--- src/rtl/usb_eps_pkg.sv ---
package usb_eps_pkg;

  localparam int EPS_MAX_SLOTS = 16;

  typedef struct packed {
    logic stall;
    logic full1;
    logic full0;
    logic pid;
    logic ovw;
    logic setup;
    logic cpubuf;
  } ep_st_t;

  localparam ep_st_t EP_ST_RESET = '{default: 1'b0};

  localparam logic [3:0] OPC_STALL   = 4'h4;
  localparam logic [3:0] OPC_UNSTALL = 4'h8;

  function automatic logic [7:0] st_to_byte(input ep_st_t s);
    return {s, 1'b0};
  endfunction

endpackage

--- src/rtl/usb_eps_cmd_dec.sv ---
module usb_eps_cmd_dec
  import usb_eps_pkg::*;
#(
  parameter int NUM_EP = 16,
  parameter int CMD_W  = 8
) (
  input  logic              cmd_valid,
  input  logic [CMD_W-1:0]  cmd_code,
  output logic [NUM_EP-1:0] stall_hot,
  output logic [NUM_EP-1:0] unstall_hot
);
  localparam int OPC_LSB = CMD_W - 4;

  logic [3:0] opc;
  logic [3:0] idx;
  logic       is_stall;
  logic       is_unstall;

  assign opc        = cmd_code[CMD_W-1:OPC_LSB];
  assign idx        = cmd_code[3:0];
  assign is_stall   = cmd_valid && (opc == OPC_STALL);
  assign is_unstall = cmd_valid && (opc == OPC_UNSTALL);

  for (genvar g = 0; g < NUM_EP; g++) begin : g_hot
    localparam logic [3:0] SLOT = 4'(g);
    assign stall_hot[g]   = is_stall   && (idx == SLOT);
    assign unstall_hot[g] = is_unstall && (idx == SLOT);
  end

endmodule

--- src/rtl/usb_eps_slot.sv ---
module usb_eps_slot
  import usb_eps_pkg::*;
#(
  parameter bit IS_CTRL     = 1'b0,
  parameter bit IS_CTRL_OUT = 1'b0
) (
  input  logic       clk,
  input  logic       rst_n,
  input  logic       op_stall,
  input  logic       op_unstall,
  input  logic       ev_setup,
  input  logic       ev_setup_done,
  input  logic       ev_fill,
  input  logic       ev_release,
  input  logic       ev_xact,
  input  logic       rd_hit,
  input  logic       wr_busy,
  output ep_st_t     st_o,
  output logic [7:0] byte_o
);
  ep_st_t st_q;
  ep_st_t st_d;
  logic   halt_after;
  logic   sel_full;
  logic   oth_full;

  always_comb begin
    st_d     = st_q;
    sel_full = st_q.cpubuf ? st_q.full1 : st_q.full0;
    oth_full = st_q.cpubuf ? st_q.full0 : st_q.full1;

    // processor release of the selected buffer
    if (ev_release) begin
      if (st_q.cpubuf) st_d.full1 = 1'b0;
      else             st_d.full0 = 1'b0;
      if (oth_full)    st_d.cpubuf = ~st_q.cpubuf;
      if (IS_CTRL_OUT) st_d.setup = 1'b0;
    end

    // packet accepted into the selected buffer, else the other one
    if (ev_fill && !st_q.stall) begin
      if (!(st_d.cpubuf ? st_d.full1 : st_d.full0)) begin
        if (st_d.cpubuf) st_d.full1 = 1'b1;
        else             st_d.full0 = 1'b1;
      end else if (!(st_d.cpubuf ? st_d.full0 : st_d.full1)) begin
        if (st_d.cpubuf) st_d.full0 = 1'b1;
        else             st_d.full1 = 1'b1;
      end
    end

    if (ev_xact && !st_q.stall) st_d.pid = ~st_q.pid;
    if (IS_CTRL && ev_setup_done) st_d.pid = 1'b1;

    // read-side clear of the overwrite flag
    if (IS_CTRL_OUT && rd_hit && !wr_busy) st_d.ovw = 1'b0;

    // SETUP token: releases the halt of the control pair
    if (IS_CTRL && ev_setup) begin
      st_d.stall = 1'b0;
      if (IS_CTRL_OUT) begin
        if (st_q.setup) st_d.ovw = 1'b1;
        st_d.setup = 1'b1;
      end
    end

    // explicit commands are applied last
    if (op_stall)   st_d.stall = 1'b1;
    if (op_unstall) st_d.stall = 1'b0;

    halt_after = st_d.stall;
    if (st_q.stall && !halt_after) begin
      st_d.full0  = 1'b0;
      st_d.full1  = 1'b0;
      st_d.pid    = 1'b0;
      st_d.cpubuf = 1'b0;
    end
  end

  always_ff @(posedge clk or negedge rst_n) begin
    if (!rst_n) st_q <= EP_ST_RESET;
    else        st_q <= st_d;
  end

  assign st_o   = st_q;
  assign byte_o = st_to_byte(st_q);

endmodule

--- src/rtl/usb_eps_rd_mux.sv ---
module usb_eps_rd_mux #(
  parameter int NUM_EP = 16,
  parameter int IDX_W  = 4
) (
  input  logic [NUM_EP-1:0][7:0] bytes_i,
  input  logic                   rd_req,
  input  logic [IDX_W-1:0]       rd_ep,
  output logic [7:0]             rd_data
);
  always_comb begin
    rd_data = 8'h00;
    for (int k = 0; k < NUM_EP; k++) begin
      if (rd_req && (rd_ep == IDX_W'(k))) rd_data = bytes_i[k];
    end
  end
endmodule

--- src/rtl/usb_ep_status_ctrl.sv ---
module usb_ep_status_ctrl
  import usb_eps_pkg::*;
#(
  parameter int NUM_EP = 16,
  parameter int CMD_W  = 8,
  parameter int IDX_W  = 4
) (
  input  logic              clk,
  input  logic              rst_n,
  input  logic              cmd_valid,
  input  logic [CMD_W-1:0]  cmd_code,
  input  logic              sie_setup,
  input  logic              sie_setup_done,
  input  logic [IDX_W-1:0]  sie_ep,
  input  logic              sie_fill,
  input  logic              sie_xact_ok,
  input  logic [IDX_W-1:0]  cpu_ep,
  input  logic              cpu_release,
  input  logic              rd_req,
  input  logic [IDX_W-1:0]  rd_ep,
  output logic [7:0]        rd_data,
  output logic [NUM_EP-1:0] stall_vec
);
  logic [NUM_EP-1:0]      stall_hot;
  logic [NUM_EP-1:0]      unstall_hot;
  logic [NUM_EP-1:0][7:0] slot_bytes;
  ep_st_t                 slot_st [NUM_EP];
  logic                   setup_busy_q;

  usb_eps_cmd_dec #(.NUM_EP(NUM_EP), .CMD_W(CMD_W)) i_dec (
    .cmd_valid  (cmd_valid),
    .cmd_code   (cmd_code),
    .stall_hot  (stall_hot),
    .unstall_hot(unstall_hot)
  );

  // setup data write in flight: from SETUP until write-done
  always_ff @(posedge clk or negedge rst_n) begin
    if (!rst_n)              setup_busy_q <= 1'b0;
    else if (sie_setup)      setup_busy_q <= 1'b1;
    else if (sie_setup_done) setup_busy_q <= 1'b0;
  end

  for (genvar g = 0; g < NUM_EP; g++) begin : g_slot
    localparam logic [IDX_W-1:0] SLOT = IDX_W'(g);
    usb_eps_slot #(
      .IS_CTRL    (g < 2),
      .IS_CTRL_OUT(g == 0)
    ) i_slot (
      .clk          (clk),
      .rst_n        (rst_n),
      .op_stall     (stall_hot[g]),
      .op_unstall   (unstall_hot[g]),
      .ev_setup     (sie_setup),
      .ev_setup_done(sie_setup_done),
      .ev_fill      (sie_fill && (sie_ep == SLOT)),
      .ev_release   (cpu_release && (cpu_ep == SLOT)),
      .ev_xact      (sie_xact_ok && (sie_ep == SLOT)),
      .rd_hit       (rd_req && (rd_ep == SLOT)),
      .wr_busy      (setup_busy_q),
      .st_o         (slot_st[g]),
      .byte_o       (slot_bytes[g])
    );
    assign stall_vec[g] = slot_st[g].stall;
  end

  usb_eps_rd_mux #(.NUM_EP(NUM_EP), .IDX_W(IDX_W)) i_mux (
    .bytes_i(slot_bytes),
    .rd_req (rd_req),
    .rd_ep  (rd_ep),
    .rd_data(rd_data)
  );

endmodule

--- config.mk ---
export PLATFORM = sky130hd
export DESIGN_NAME = usb_ep_status_ctrl
export DESIGN_NICKNAME = d
export VERILOG_FILES = /design/src/rtl/usb_eps_pkg.sv /design/src/rtl/usb_eps_cmd_dec.sv /design/src/rtl/usb_eps_slot.sv /design/src/rtl/usb_eps_rd_mux.sv /design/src/rtl/usb_ep_status_ctrl.sv
export SDC_FILE = /design/constraint.sdc
export NUM_CORES = 1
export LEC_CHECK = 0
export BUFFER_PORTS_ARGS = -buffer_cell sky130_fd_sc_hd__buf_2
export CAP_MARGIN = 20
export CORE_AREA = 2 2 108 110
export DETAILED_ROUTE_END_ITERATION = 10
export DIE_AREA = 0 0 110 112
export GPL_TIMING_DRIVEN = 0
export PLACE_DENSITY = 0.78
export SYNTH_ARGS = -nofsm -noshare
export SYNTH_HDL_FRONTEND = slang
export SYNTH_SLANG_ARGS = --single-unit
--- constraint.sdc ---
create_clock -name clk -period 7.35 [get_ports clk]
set_input_delay 1.8375 -clock clk [delete_from_list [all_inputs] [get_ports clk]]
set_output_delay 1.8375 -clock clk [all_outputs]
set_load 0.05 [all_outputs]
# Yosys cells after proc, flatten, opt, wreduce, memory -nomap -nowiden
# Cells that the tools add are included.
word_totals:
  elab_cells: 724
  regBits: 83
op_classes:
  n_eq_ne: 62
  bitwise_logic: 32
  n_mux: 345
  reduce_logical: 202
ops:
  columns: ["op", "n"]
  rows:
  - ["$mux 1", 247]
  - ["$logic_and 1x1->1", 147]
  - ["$eq 4x4->1 const B", 33]
  - ["$mux 2", 66]
  - ["$mux 8", 16]
  - ["$eq 4x3->1 const B", 17]
  - ["$mux 3", 16]
  - ["$logic_not 1->1", 33]
  - ["$eq 4x2->1 const B", 8]
  - ["$not 1->1", 32]
  - ["$reduce_bool 2->1", 16]
  - ["$eq 4x1->1 const B", 4]
  - ["$logic_not 4->1", 4]
  - ["$reduce_bool 3->1", 2]

# Depth between registers and ports, before layout
logic_depth:
  word_depth: 18
  ltp_mapped: 7

# By module
# Synthesis repeated with hierarchy kept, for this count alone.
hier_totals:
  hier_cells: 934
  area_unflattened_um2: 7425.9
by_module_without_submodules:
  columns: ["module", "instances", "cells_each", "area_per_inst_um2"]
  rows:
  - ["usb_eps_slot at g_slot[10].i_slot ...", 14, 35, 306.5]
  - ["usb_eps_rd_mux", 1, 212, 1542.7]
  - ["usb_ep_status_ctrl", 1, 96, 489.2]
  - ["usb_eps_slot at g_slot[0].i_slot", 1, 44, 409.1]
  - ["usb_eps_slot at g_slot[1].i_slot", 1, 41, 349.1]
  - ["usb_eps_cmd_dec", 1, 51, 344.1]

# Worst setup path before layout
# OpenSTA, ideal clock, no wires.
synth_path:
  path_type: "input -> output"
  startpoint: "input port rd_ep[1]"
  endpoint: "output port rd_data[6]"
  stages: 7
  t_required_ns: 5.512
  path_slack_ns: 1.573
  arrival_time_ns: 3.939
  cell_sequence: "buf_1 buf_2 nand2_1 a21oi_1 o32a_1 a211oi_1 a221oi_1"
synth_between:
  elab_chain_len: 18
  elab_cells_between_ends: 48
  cone_classes: "eq/ne (15); mux (16); reduce/logical (17)"
synth_lines:
  columns: ["item", "line_no", "source"]
  rows:
  - ["start, declared", "usb_ep_status_ctrl.sv:20", "input logic [IDX_W-1:0] rd_ep,"]
  - ["$logic_not 4->1", "usb_eps_rd_mux.sv:13", "if (rd_req && (rd_ep == IDX_W'(k))) rd_data = bytes_i[k];"]
  - ["$logic_and 1x1->1", "usb_eps_rd_mux.sv:13", null]
  - ["$mux 8 (15 in a row)", "usb_eps_rd_mux.sv:13", null]
  - ["$mux 8 (*)", "usb_eps_rd_mux.sv:13", null]
  - ["end, declared", "usb_ep_status_ctrl.sv:21", "output logic [7:0] rd_data,"]
# Every way passes the cells marked *; elsewhere a longest branch is shown, timed or not.

# Worst setup path after layout
layout_path:
  startpoint: "input port rd_ep[0]"
  endpoint: "output port rd_data[5]"
# The elaborated chain is that of the path after synthesis.

==> summary.md <==
| Metric | Value |
|---|---|
| CP required | 5.51 ns |
| Commonest cells after routing, fill and taps aside | 97 x nand2_1, 83 x dfrtp_1, 77 x nor2_1, 76 x a21oi_1, 50 x buf_2 |
| Inst Count DP | between 800 and 900 |
| Area of the multi-input gates | roughly 0.0030 sq mm |
| Worst path top cell family by delay | buffers and inverters |
| CTS tree | built |
| Setup Buffers After CTS | 0 |
| XOR/XNOR share of the synthesized area | 2.63% |
| Worst-Skew Late Latency | between 0.3 and 0.4 ns |
| Drt pass-1 iters | 5 |
| Ys flop type | dfrtp_1 |
| Clk root buf | clkbuf_16 |
| Diode count | 0 |
| Hold_buf cts | 0 |
| Syn Area/Cell | 8.23 sq um |
| Worst reg2reg path depth | 4 |
| HP Class | flop to flop |
| Clock transition at path regs | 0.06 ns |
| Initial core utilization | 47.7% |
| Die Ht | 112 um |
| Total Wirelength | 17300 um |
| Post-synth EDFFs | 0 |
| Yosys Warn Count | 0 |
| Clk sinks | 83 |
| Placement Rows | 39 |
| WHS Endpoint | setup_busy_q$_DFFE_PN0P_ |
| RR Endpoint | g_slot[1].i_slot.byte_o[5]$_DFF_PN0_ |
| Register area | 0.00208 sq mm |
| Fin util | 54.4% |
| Largest net degree at the start of global routing | 67 |
| Synthesized flop and latch total | 83 |
| Worst-Margin Slew | 1.02 ns |
| Simple-gate area share of the yosys netlist | 25.4% |
| FFs w/ async S/R, synth | 100% |
| Final non-filler cell total | 856 |
| Number of global-route vias before repair | 5115 |
| Fin. max-slew vios | 0 |
| Drt wl/cell | 20.2 um |
| Syn Inst Count | 648 |
| Max cap viols | 0 |
| Slowest-stage cell, CP | buf_1 |
| Leak pwr | 2.60 nW |
| Die X | approximately 110 um |
| Sequential area share after synthesis | about two fifths |
| Post-DP HPWL | 13100 um |
| WS Path Type | primary input to output pin |
| Clock Skew | 0.00766 ns |
| Buf/Inv on CP | 5 |
| Commonest non-fill, non-tap cell in the layout | nand2_1 |
| Most frequent CP cell | buf_2 |
| Max incr delay on CP | 0.51 ns |
| Layout cell share with drive strength beyond 1 | between 15 and 20% |
| FF-to-FF Start | g_slot[1].i_slot.byte_o[7]$_DFF_PN0_ |
| Die area | 0.0123 sq mm |
| CORE AREA | 0.0112 sq mm |
| Gpl congestion | 0.978 |
| Via count | 5364 |
| RSZ-0062 raised after global routing | no |
| Overflow after GRT | 0 |
| Final hold violations | 0 |
| Hold path depth | 1 |
| Drt first-iter violations | 435 |
| Initial antenna violation count | 0 |
| Mux share of post-synthesis cell area | roughly 3.5% |
| Post-Synth Adder-Cell Area | 0% |
| Fmax | 0.169 GHz |
| I/O pin total | 53 |
| Peak supply drop | 0.172 mV |
| PortBufs | 48 |
| Worst EP arrival | 4.09 ns |
| Run status | finished clean |
| Cts bufs inserted | 9 |
| First-pass GRT wire length | 27200 um |
| Hold_sp | setup_busy_q$_DFFE_PN0P_ |
| Vias/cell | 6.27 |
| H-tree Lvls | 3 |
| Global Route Usage Sum | 29.3% |
| Cell Pwr Density | 276 mW/mm^2 |
| # DRC | 0 |
| Synthesized Nets | 677 |
| Worst setup EP type | output pin |
| Fill cells | slightly above 1000 |
| Final ANT Viol Nets | 0 |
| Clock Tree Buf Depth | 2 |
| Crit-path cells | buf_2 > buf_2 > clkbuf_1 > buf_1 > mux2i_1 > nor2_1 > o21ai_0 > o211ai_1 > buf_2 |
| Fin Setup TNS | 0 ns |
| Final worst path period share | 80.6% |
| Synth Area in Compound Gates | 25.0% |
| Nets | 737 |
| Area grow syn2layout | 14.0% |
| Final setup vio count | 0 |
| Resized Gates After CTS | 0 |
| Critical Path Source Type | primary input |
| Mapped cell area | 0.00533 sq mm |
| Flop-to-flop setup slack | 5.89 ns |
| Rel. slew slack | 31.4% |
| Cell variety after synth | 61 |
| Largest family of logic cells by synthesized area | simple AND/OR/NAND/NOR gates |
| Minimum clock period | 5.93 ns |
| Max FO, Critical Path | 10 |
[per-stage QoR]
step / power, W / worst slack, ns / hold WS, ns / area (sq um)
6_report: 0.00168 / 1.42 / 0.494 / 6070
5_1_grt: 0.00177 / 1.28 / 0.518 / 6070
4_1_cts: 0.00167 / 1.49 / 0.501 / 6070
3_5_place_dp: 0.00121 / 1.49 / 0.488 / 5780
3_3_place_gp: 0.00118 / 1.51 / 0.460 / 5750
2_1_floorplan: 0.00105 / 1.57 / 0.448 / 5330
[power by group]
part           leakage [nW]  internal, W  switching, W
Sequential             1.02     0.000597      0.000185
Combinational          1.44     0.000196      0.000238
Clock                 0.145     0.000271      0.000193
Total                  2.60      0.00106      0.000616
[area by class of cell]
| type | instances | share of cell area, % |
|---|---|---|
| plain buffers | 39 | 3.52 |
| repair buffers | 49 | 4.45 |
| well taps | 143 | 2.95 |
| flip-flops and latches | 83 | 34.2 |
| multi-input cells | 519 | 49.6 |
| clock inverters | 5 | 0.865 |
| inverters | 7 | 0.433 |
| clock buffers | 11 | 4.00 |
[per-layer routing]
metal	up-vias	part of all wire [%]	track usage, %
met1	2605	43	41.5
met2	256	45	43.4
met4	0	3.3	11.8
li1	2458	-	-
met5	-	0	0
met3	45	8.2	6.21
[flip-flops by register name, indices dropped and copies added, names as in the netlist]
signal,count
g_slot.i_slot.byte_o,82
setup_busy_q,1
[synth_stat cells (8+ instances only)]
library cell	count	area, sq um
nor2b_1	17	106
clkbuf_1	16	60.1
nor3_1	18	90.1
nand2_1	97	364
buf_4	17	128
xor2_1	16	140
a21o_1	15	113
nand3_1	12	60.1
o21ai_0	32	160
a22oi_1	14	105
and3_1	17	106
a311oi_1	8	70.1
a21oi_1	76	380
dfrtp_1	83	2080
nand2b_1	12	75.1
nor2_1	77	289
a31oi_1	8	50.1
a2bb2oi_1	16	140
o22ai_1	11	68.8
[worst max-delay path by stage]
stage	startpoint	end	slack [ns]	depth (start not counted)
CTS	rd_ep[0]	rd_data[5]	1.49	9
detailed placement	rd_ep[0]	rd_data[5]	1.49	9
global route	rd_ep[0]	rd_data[5]	1.28	9
finish	rd_ep[0]	rd_data[5]	1.42	9
global placement	rd_ep[0]	rd_data[7]	1.51	9
floorplan	rd_ep[1]	rd_data[6]	1.57	7
[kinds of logic after synthesis]
kind of cell,count (synthesis)
other,1
muxes,14
and+or+nand+nor,281
buffers and inverters,46
xor gates and xnor gates,16
AOI/OAI and AO/OA,207
DFF,83
(Power assumes the default switching activity.)
